===== config.mk =====
export PLATFORM = sky130hd
export DESIGN_NAME = bulk_erase_seq
export DESIGN_NICKNAME = d
export VERILOG_FILES = /design/src/rtl/erase_seq_pkg.sv /design/src/rtl/ers_pulse_timer.sv /design/src/rtl/ers_addr_walk.sv /design/src/rtl/ers_pulse_budget.sv /design/src/rtl/bulk_erase_seq.sv
export SDC_FILE = /design/constraint.sdc
export NUM_CORES = 1
export LEC_CHECK = 0
export ABC_AREA = 1
export BUFFER_PORTS_ARGS = -buffer_cell sky130_fd_sc_hd__buf_2
export CAP_MARGIN = 20
export CORE_ASPECT_RATIO = 0.7
export CORE_UTILIZATION = 54
export DETAILED_ROUTE_END_ITERATION = 6
export GPL_TIMING_DRIVEN = 0
export PLACE_DENSITY = 0.78
export SKIP_CTS_REPAIR_TIMING = 1
export SLEW_MARGIN = 20
export SYNTH_ARGS = -nofsm -noshare
export SYNTH_HDL_FRONTEND = slang
export SYNTH_SLANG_ARGS = --single-unit

===== constraint.sdc =====
create_clock -name clk -period 1.5 [get_ports clk]
set_input_delay 0.225 -clock clk [delete_from_list [all_inputs] [get_ports clk]]
set_output_delay 0.225 -clock clk [all_outputs]
set_load 0.01 [all_outputs]

===== src/rtl/erase_seq_pkg.sv =====
package erase_seq_pkg;
    typedef enum logic [2:0] {
        ST_IDLE,
        ST_PULSE,
        ST_READ,
        ST_CHECK,
        ST_FINISH
    } ers_state_t;
endpackage


===== src/rtl/ers_pulse_timer.sv =====
module ers_pulse_timer #(
    parameter int PULSE_CYC = 16
) (
    input  logic clk,
    input  logic rst_n,
    input  logic run,
    output logic last
);
    localparam int TW = $clog2(PULSE_CYC + 1);

    logic [TW-1:0] cnt;

    assign last = run && (cnt == TW'(PULSE_CYC - 1));

    always_ff @(posedge clk or negedge rst_n) begin
        if (!rst_n)
            cnt <= '0;
        else if (run)
            cnt <= last ? '0 : cnt + 1'b1;
        else
            cnt <= '0;
    end

    // the count never runs past the pulse length
    a_r3_timer_bound: assert property (@(posedge clk) disable iff (!rst_n)
        run |-> (cnt < TW'(PULSE_CYC)));
endmodule


===== src/rtl/ers_addr_walk.sv =====
module ers_addr_walk #(
    parameter int ADDR_W = 6
) (
    input  logic              clk,
    input  logic              rst_n,
    input  logic              clear,
    input  logic              step,
    input  logic              mark,
    input  logic              reload,
    output logic [ADDR_W-1:0] cur,
    output logic [ADDR_W-1:0] resume,
    output logic              at_end
);
    localparam logic [ADDR_W-1:0] TOP = '1;

    assign at_end = (cur == TOP);

    always_ff @(posedge clk or negedge rst_n) begin
        if (!rst_n) begin
            cur    <= '0;
            resume <= '0;
        end else if (clear) begin
            cur    <= '0;
            resume <= '0;
        end else begin
            if (reload)
                cur <= resume;
            else if (step)
                cur <= cur + 1'b1;
            if (mark)
                resume <= cur;
        end
    end

    // the walk never steps past the top address
    a_r4_no_wrap: assert property (@(posedge clk) disable iff (!rst_n)
        (step && !clear && !reload) |-> !at_end);
endmodule


===== src/rtl/ers_pulse_budget.sv =====
module ers_pulse_budget #(
    parameter int MAX_PULSES = 30,
    parameter int CNT_W      = 5
) (
    input  logic             clk,
    input  logic             rst_n,
    input  logic             clear,
    input  logic             bump,
    output logic [CNT_W-1:0] count,
    output logic             at_limit
);
    assign at_limit = (count == CNT_W'(MAX_PULSES));

    always_ff @(posedge clk or negedge rst_n) begin
        if (!rst_n)
            count <= '0;
        else if (clear)
            count <= bump ? CNT_W'(1) : '0;
        else if (bump && !at_limit)
            count <= count + 1'b1;
    end

    // the budget is never exceeded
    a_r7_count_cap: assert property (@(posedge clk) disable iff (!rst_n)
        count <= CNT_W'(MAX_PULSES));
endmodule


===== src/rtl/bulk_erase_seq.sv =====
module bulk_erase_seq
    import erase_seq_pkg::*;
#(
    parameter int ADDR_W     = 6,
    parameter int DATA_W     = 8,
    parameter int PULSE_CYC  = 16,
    parameter int MAX_PULSES = 30,
    parameter int CNT_W      = $clog2(MAX_PULSES + 1)
) (
    input  logic              clk,
    input  logic              rst_n,
    input  logic              start,
    output logic              erase_req,
    output logic              rd_en,
    output logic [ADDR_W-1:0] rd_addr,
    input  logic [DATA_W-1:0] rd_data,
    output logic              busy,
    output logic              done,
    output logic              pass,
    output logic [CNT_W-1:0]  pulse_cnt
);
    localparam logic [DATA_W-1:0] ERASED = '1;

    ers_state_t state, state_nx;

    logic t_last;
    logic w_clear, w_step, w_mark, w_reload, w_end;
    logic b_clear, b_bump, b_limit;
    logic set_pass;
    logic [ADDR_W-1:0] walk_cur, walk_resume;

    ers_pulse_timer #(.PULSE_CYC(PULSE_CYC)) u_timer (
        .clk  (clk),
        .rst_n(rst_n),
        .run  (state == ST_PULSE),
        .last (t_last)
    );

    ers_addr_walk #(.ADDR_W(ADDR_W)) u_walk (
        .clk   (clk),
        .rst_n (rst_n),
        .clear (w_clear),
        .step  (w_step),
        .mark  (w_mark),
        .reload(w_reload),
        .cur   (walk_cur),
        .resume(walk_resume),
        .at_end(w_end)
    );

    ers_pulse_budget #(.MAX_PULSES(MAX_PULSES), .CNT_W(CNT_W)) u_budget (
        .clk     (clk),
        .rst_n   (rst_n),
        .clear   (b_clear),
        .bump    (b_bump),
        .count   (pulse_cnt),
        .at_limit(b_limit)
    );

    // state register
    always_ff @(posedge clk or negedge rst_n) begin
        if (!rst_n)
            state <= ST_IDLE;
        else
            state <= state_nx;
    end

    // next state and control strobes
    always_comb begin
        state_nx = state;
        w_clear  = 1'b0;
        w_step   = 1'b0;
        w_mark   = 1'b0;
        w_reload = 1'b0;
        b_clear  = 1'b0;
        b_bump   = 1'b0;
        set_pass = 1'b0;
        unique case (state)
            ST_IDLE: begin
                if (start) begin                 // LAUNCH
                    state_nx = ST_PULSE;
                    w_clear  = 1'b1;
                    b_clear  = 1'b1;
                    b_bump   = 1'b1;
                end
            end
            ST_PULSE: begin
                if (t_last) begin                // PULSE_END
                    state_nx = ST_READ;
                    w_reload = 1'b1;
                end
            end
            ST_READ: begin
                state_nx = ST_CHECK;             // ISSUE
            end
            ST_CHECK: begin
                if (rd_data == ERASED) begin
                    if (w_end) begin             // ALL_GOOD
                        state_nx = ST_FINISH;
                        set_pass = 1'b1;
                    end else begin               // NEXT
                        state_nx = ST_READ;
                        w_step   = 1'b1;
                    end
                end else if (b_limit) begin      // GIVE_UP
                    state_nx = ST_FINISH;
                end else begin                   // REERASE
                    state_nx = ST_PULSE;
                    w_mark   = 1'b1;
                    b_bump   = 1'b1;
                end
            end
            ST_FINISH: begin
                state_nx = ST_IDLE;              // RETIRE
            end
            default: state_nx = ST_IDLE;
        endcase
    end

    // outputs
    always_comb begin
        erase_req = (state == ST_PULSE);
        rd_en     = (state == ST_READ);
        rd_addr   = walk_cur;
        busy      = (state == ST_PULSE) || (state == ST_READ) || (state == ST_CHECK);
        done      = (state == ST_FINISH);
    end

    always_ff @(posedge clk or negedge rst_n) begin
        if (!rst_n)
            pass <= 1'b0;
        else if (w_clear)
            pass <= 1'b0;
        else if (set_pass)
            pass <= 1'b1;
    end

    // a start while idle begins a pulse next cycle
    a_r2_launch: assert property (@(posedge clk) disable iff (!rst_n)
        (!busy && !done && start) |=> (erase_req && busy));
    // no read overlaps a pulse
    a_r3_no_overlap: assert property (@(posedge clk) disable iff (!rst_n)
        erase_req |-> !rd_en);
    // the first read after a pulse goes to the stored resume address
    a_r5_resume: assert property (@(posedge clk) disable iff (!rst_n)
        $fell(erase_req) |-> (rd_en && rd_addr == walk_resume));
    // done lasts a single cycle
    a_r6_done_strobe: assert property (@(posedge clk) disable iff (!rst_n)
        done |=> !done);
    // a failed run has spent the whole budget
    a_r7_fail_at_limit: assert property (@(posedge clk) disable iff (!rst_n)
        (done && !pass) |-> (pulse_cnt == CNT_W'(MAX_PULSES)));
    // result holds while idle without start
    a_r9_hold: assert property (@(posedge clk) disable iff (!rst_n)
        (!busy && !done && !start) |=> ($stable(pass) && $stable(pulse_cnt)));
endmodule


==> results of run 1 <==
worst min-delay path, stage by stage:
cell and delay, ps:
buf_2 100, nor3_1 50, a31oi_1 120
cells in the final DEF (no fill, tap or decap):
cell           Yosys  routed
nor3_1             4       4
or2_2              1       1
a21oi_1            1       1
dfrtp_2            0       2
nand2_4            1       1
clkbuf_8           0       3
o21bai_1           1       1
o22ai_1            5       5
dfrtp_1           26      24
inv_2              3       5
nand2_1           51      51
nor2_4             2       3
nor2_2             0       2
nor2_1            18      15
nand2_2            1       1
ha_2               0       1
nand3_2            2       2
buf_4              0       8
nand4_1            1       1
o21ai_0            4       3
and3_1             1       1
dlygate4sd3_1      0       1
ha_4               0       1
o21ai_2            1       1
inv_1             21      19
ha_1               4       2
nand3_4            0       2
nand3b_1           3       3
xor2_1             5       5
a31oi_1            1       1
nand3_1           18      16
buf_2              0      26
o21ai_4            1       1
o21ai_1            1       2
buf_6              2       2
layout make-up:
| type | instances | area (sq um) | share of cell area [%] |
|---|---|---|---|
| Buffer | 2 | 22.5 | 1.27 |
| Clock buffer | 3 | 41.3 | 2.34 |
| Inverter | 24 | 90.1 | 5.10 |
| Multi-Input combinational cell | 127 | 717 | 40.6 |
| Sequential cell | 26 | 653 | 37.0 |
| Tap cell | 34 | 42.5 | 2.41 |
| Timing Repair Buffer | 35 | 200 | 11.3 |
metrics by stage:
step,area [sq um],setup WS [ps]
global route,1770,-36.4
floorplan,1430,128
finish,1770,25.7
detailed placement,1600,-38.4
CTS,1640,-57.1
global placement,1600,6.12
final timing paths:
check,cells past startpoint,slack (ps),to,from
worst max-delay path,8,30,u_budget.count[0],u_budget.count[0]
worst min-delay path,3,260,state[0],start
worst max register to register,8,30,u_budget.count[0],u_budget.count[0]
worst min register to register,1,470,u_timer.cnt[0],u_timer.cnt[0]
max in group asynchronous,2,600,u_walk.cur[0],rst_n
min in group asynchronous,2,480,u_walk.cur[4],rst_n
logic make-up (layout without fill, tap and decap cells):
group	Yosys count	in the layout
xor+xnor	5	5
flops	26	26
compound gates	15	15
fa+ha+maj	4	4
simple gates	103	103
buf+inv	26	64
where the power goes:
group	leakage (nW)	switching, W	internal (W)
clock	0.0216	0.000219	0.000180
combinational	0.586	0.000549	0.000399
sequential	0.349	0.000126	0.000807
total	0.957	0.000895	0.00139
flip-flops by register name, summed over array words and instances, names as in the netlist:
signal / count
state: 3
pass: 1
u_timer.cnt: 5
u_walk.resume: 6
u_budget.count: 5
u_walk.cur: 6
routing by layer:
layer  global-route usage [%]  part of all wire (%)  vias up
li1                         -                     -      649
met1                     30.6                    47      604
met2                     36.4                    46       40
met3                     5.05                   6.1        6
met4                     5.45                  0.83        0
met5                        0                     0        -
==> summary.txt, run 1 <==
Critical path
  – Critical path arrival: 1640 ps
  – Setup CP Type: flop to flop
  – Endpoint class of the critical path: flop
  – Worst setup SP type: flop
  – Worst-path cell chain: inv_2 -> ha_1 -> nand4_1 -> nand3_4 -> nand2_2 -> buf_6 -> nand2_1 -> o21ai_2
  – Critical path buffers and inverters: 2
  – Max incr delay on CP: 420 ps
  – Slowest CP cell: dfrtp_1
  – Largest delay share family, worst path: simple AND/OR/NAND/NOR gates
  – CP required: 1670 ps
  – CP Max Fanout: 10

Clock network
  – Inserted Clock Buffers: 3
  – CTS clk-pin slew, worst paths: around 90 ps
  – Clk sinks: 26
  – # H-tree levels: 1
  – Worst skew pair latency: between 200 and 300 ps
  – Root Buffer: clkbuf_8
  – CTS tree: done
  – CTS Buffer Depth: 2

Placed design
  – IO Port Bufs: 26
  – Hpwl dp: roughly 2300 um
  – Post-Place Cells: around 240
  – Gp weighted congestion: 0.817

STA
  – Worst hold slack: 261 ps
  – Max-slew violations: 0
  – Final hold vios: 0
  – Fmax: 678 MHz
  – Final setup fails: 0
  – Setup TNS Final: 0 ps
  – Post-layout min period: 1470 ps
  – Worst-Margin Slew: between 500 and 600 ps
  – RSZ-0062 raised after global routing: yes
  – Rel. slew slack: 60.9%
  – Period utilisation layout: approximately 98%
  – Worst Clk Skew: 6.93 ps

Yosys
  – Synth Cell Area: between 1000 and 1500 sq um
  – Post-synthesis mux area share: 0%
  – Syn_area_per_cell: ~8.0 sq um
  – Synth Flop Type: dfrtp_1
  – Largest family of logic cells by synthesized area: simple AND/OR/NAND/NOR gates
  – EDFF count, synth: 0
  – Post-Synth XOR/XNOR Area: 3.07%
  – Synth Area in Compound Gates: 7.01%
  – Ys async rst share: 100%
  – Sequential-to-total area share from yosys stat: 45.6%
  – Synth Area in Simple Gates: 33.0%
  – Synth Area in Adders: 3.51%
  – Syn nets: 194
  – Biggest area consumer among synthesized cells: dfrtp_1
  – Cell variety after synth: 26
  – Post-Synthesis Cells: about 180
  – Dominant cells by area after synthesis: dfrtp_1 46%, nand2_1 13%, nand3_1 6.3%
  – Top post-synthesis cells by count: 51 x nand2_1, 26 x dfrtp_1, 21 x inv_1
  – Yosys warns: 0
  – Most frequent cell after synthesis: nand2_1
  – Share of the synthesized area in the top cell type: 45.6%
  – FF+latch count, synth: 26

Drt
  – First DRT Iteration DRCs: 78
  – Via-to-Cell Ratio: 5.18
  – Via count: around 1300
  – Routed WL per cell: 12.5 um
  – Detailed Routing Iterations Pass 1: 4
  – DRT Wirelength: 3130 um
  – DRC: 0
  – Routed Antenna Nets: 0

Die
  – DIE AREA: 2860 sq um
  – Ports: 27
  – Overall die width: 63.5 um
  – Row count: 15
  – Core area: 2480 sq um
  – Initial Util: 57.6%
  – Die Span Y: 45.0 um

Power
  – Static leakage: 0.957 nW
  – Final Power: 0.00228 W
  – PD cells: 1290 nW/um^2
  – Worst vdd ir: 879 uV

Layout
  – # nets final: 234
  – # fillers: between 150 and 200
  – Post-layout util: 71.3%
  – Ant diodes: 0
  – Fin cells: 251
  – Layout cells sized above 1: 28.6%
  – Area Growth Syn to Fin: 23.8%

Global routing
  – Vias in the first global route: 1082
  – Initial antenna violation count: 0
  – Largest net degree at the start of global routing: 27
  – Global-route wire length before repair: a little under 5000 um
  – GRT Total Usage: roughly 22%
  – GRT overflow: 0

Status
  – Status: finished, final reports clean

Min path
  – Hold Crit Class: input pin to flop

Run
  – Max-cap violations: 0
Power figures use the tool's default switching activity.
==> inputs of run 2 (changes only) <==
--- a/config.mk
+++ b/config.mk
@@ -12,7 +12,7 @@
 export CORE_UTILIZATION = 54
 export DETAILED_ROUTE_END_ITERATION = 6
 export GPL_TIMING_DRIVEN = 0
-export PLACE_DENSITY = 0.78
+export PLACE_DENSITY_LB_ADDON = 0.3
 export SKIP_CTS_REPAIR_TIMING = 1
 export SLEW_MARGIN = 20
 export SYNTH_ARGS = -nofsm -noshare
==> summary.txt, run 2 (same netlist as run 1, synthesis figures left out) <==
Drt
  – Routed WL per cell: 13.6 um
  – Via count: approximately 1300
  – Detailed Routing Iterations Pass 1: 4
  – Routed Antenna Nets: 0
  – DRC: 0
  – Via-to-Cell Ratio: 5.23
  – DRT Wirelength: 3480 um
  – First DRT Iteration DRCs: 85

Global routing
  – Global-route wire length before repair: 4870 um
  – Met1 usage: 32.1%
  – Met2 usage: roughly 36%
  – Largest net degree at the start of global routing: 27
  – Met3 GRT Util: 6.57%
  – Busiest layer in global routing: met2
  – Vias in the first global route: 1084
  – Initial antenna violation count: 0
  – GRT Total Usage: 22.9%
  – GRT overflow: 0

Power
  – Internal power: 0.00152 W
  – Clk pwr share: 18.3%
  – Gate power share: ~44%
  – Static leakage: ~0.99 nW
  – Sw Share: 39.1%
  – Worst vdd ir: 1260 uV
  – PD cells: 1340 nW/um^2
  – P_sw: 0.000975 W
  – Sequential share of power: 37.4%

Layout
  – Ant diodes: 0
  – # nets final: 238
  – Area Growth Syn to Fin: 30.1%
  – Most frequent cells in the layout: 48 x nand2_1, 26 x buf_2, 25 x dfrtp_1
  – Post-layout util: 75.0%
  – Most common cell after layout, fill and taps aside: nand2_1
  – Fin cells: 256
  – Biggest regs: u_walk.cur (6), u_walk.resume (6)
  – Layout cells sized above 1: between 30% and 40%

Critical path
  – Worst-path cell chain: inv_2 -> ha_4 -> nand4_1 -> nand3_4 -> nand2_4 -> buf_6 -> nand2_1 -> o21ai_2
  – Slowest CP cell: dfrtp_1
  – Endpoint class of the critical path: flop
  – Largest delay share family, worst path: simple AND/OR/NAND/NOR gates
  – Worst R2R Setup Slack: 10 ps
  – Worst setup SP type: flop
  – Setup CP Type: flop to flop
  – Critical path buffers and inverters: 2
  – CP required: 1670 ps
  – Critical path arrival: between 1500 and 2000 ps
  – Max incr delay on CP: 420 ps
  – Critical R2R Launch: u_budget.count[0]
  – CP Max Fanout: 6
  – CP startpoint: u_budget.count[0]

Run
  – Max-cap violations: 0

STA
  – Fmax: 673 MHz
  – Period utilisation layout: between 90 and 100%
  – Worst-Margin Slew: around 590 ps
  – Final hold vios: 0
  – Rel. slew slack: 60.7%
  – Max-slew violations: 0
  – Worst Clk Skew: 1.15 ps
  – RSZ-0062 raised after global routing: yes
  – Post-layout min period: 1490 ps
  – Final setup fails: 0

Placed design
  – Post-Place Cells: 239
  – Gp weighted congestion: 0.794
  – Hpwl dp: 2360 um
  – IO Port Bufs: 26

Clock network
  – CTS Buffer Depth: 2
  – Root Buffer: clkbuf_8
  – CTS clk-pin slew, worst paths: about 90 ps
  – Clk sinks: 26
  – Inserted Clock Buffers: 3
  – CTS tree: done
  – Worst skew pair latency: 270 ps
  – # H-tree levels: 1

Die
  – Initial Util: 57.6%
  – Die Span Y: ~45 um
  – Row count: 15
  – Overall die width: 63.5 um
  – Core area: 2480 sq um
  – DIE AREA: 2860 sq um
  – Ports: 27

Min path
  – Hold Crit Class: input pin to flop
  – Min-delay src: start

Status
  – Status: finished, final reports clean
==> run 2: cell count changes in the layout (fill, tap and decap cells not counted), sizes merged <==
cell and change:
clkbuf +1, buf +4
==> run 2: final timing paths <==
kind,end,depth (start not counted)
worst max-delay path,u_budget.count[0],8
worst min-delay path,state[0],3
worst max register to register,u_budget.count[0],8
worst min register to register,u_walk.resume[2],2
max in group asynchronous,state[2],2
min in group asynchronous,u_walk.cur[5],2
==> run 2: power by group through the flow <==
stage	Sequential (W)	Clock (W)	Combinational (W)
global placement	0.000922	0	0.000766
CTS	0.000918	0.000458	0.000808
finish	0.000932	0.000455	0.00111
floorplan	0.000938	0	0.000538
detailed placement	0.000932	0	0.000805
global route	0.000949	0.000489	0.00121
==> run 2: routing by layer <==
metal	vias to the layer above	routed length, um
met5	-	0
li1	657	-
met3	2	230
met1	634	1570
met2	45	1670
met4	0	10
==> run 2: stage by stage <==
stage / setup WS, ps / hold slack [ps] / total power, W / area [sq um] / TNS, ps
after CTS: -112 / -35.4 / 0.00218 / 1660 / -631
after global placement: 2.13 / 250 / 0.00169 / 1600 / 0
final: 14.8 / 259 / 0.00249 / 1860 / 0
after detailed placement: -85.0 / 258 / 0.00174 / 1600 / -378
after floorplan: 128 / -70.6 / 0.00148 / 1430 / 0
after global routing: -66.5 / 282 / 0.00265 / 1860 / -513
==> run 2: worst register-to-register path, stage by stage (launching register included) <==
cell and delay (ps):
dfrtp_1 420, inv_2 110, ha_4 140, nand4_1 190, nand3_4 200, nand2_4 70, buf_6 140, nand2_1 60
o21ai_2 50
==> run 2: area by class of cell <==
cell class	instances	area (sq um)
multi-input cells	127	766
flip-flops and latches	26	652
fillers	186	619
repair buffers	39	230
inverters	24	90.1
clock buffers	4	55.1
well taps	34	42.5
plain buffers	2	22.5
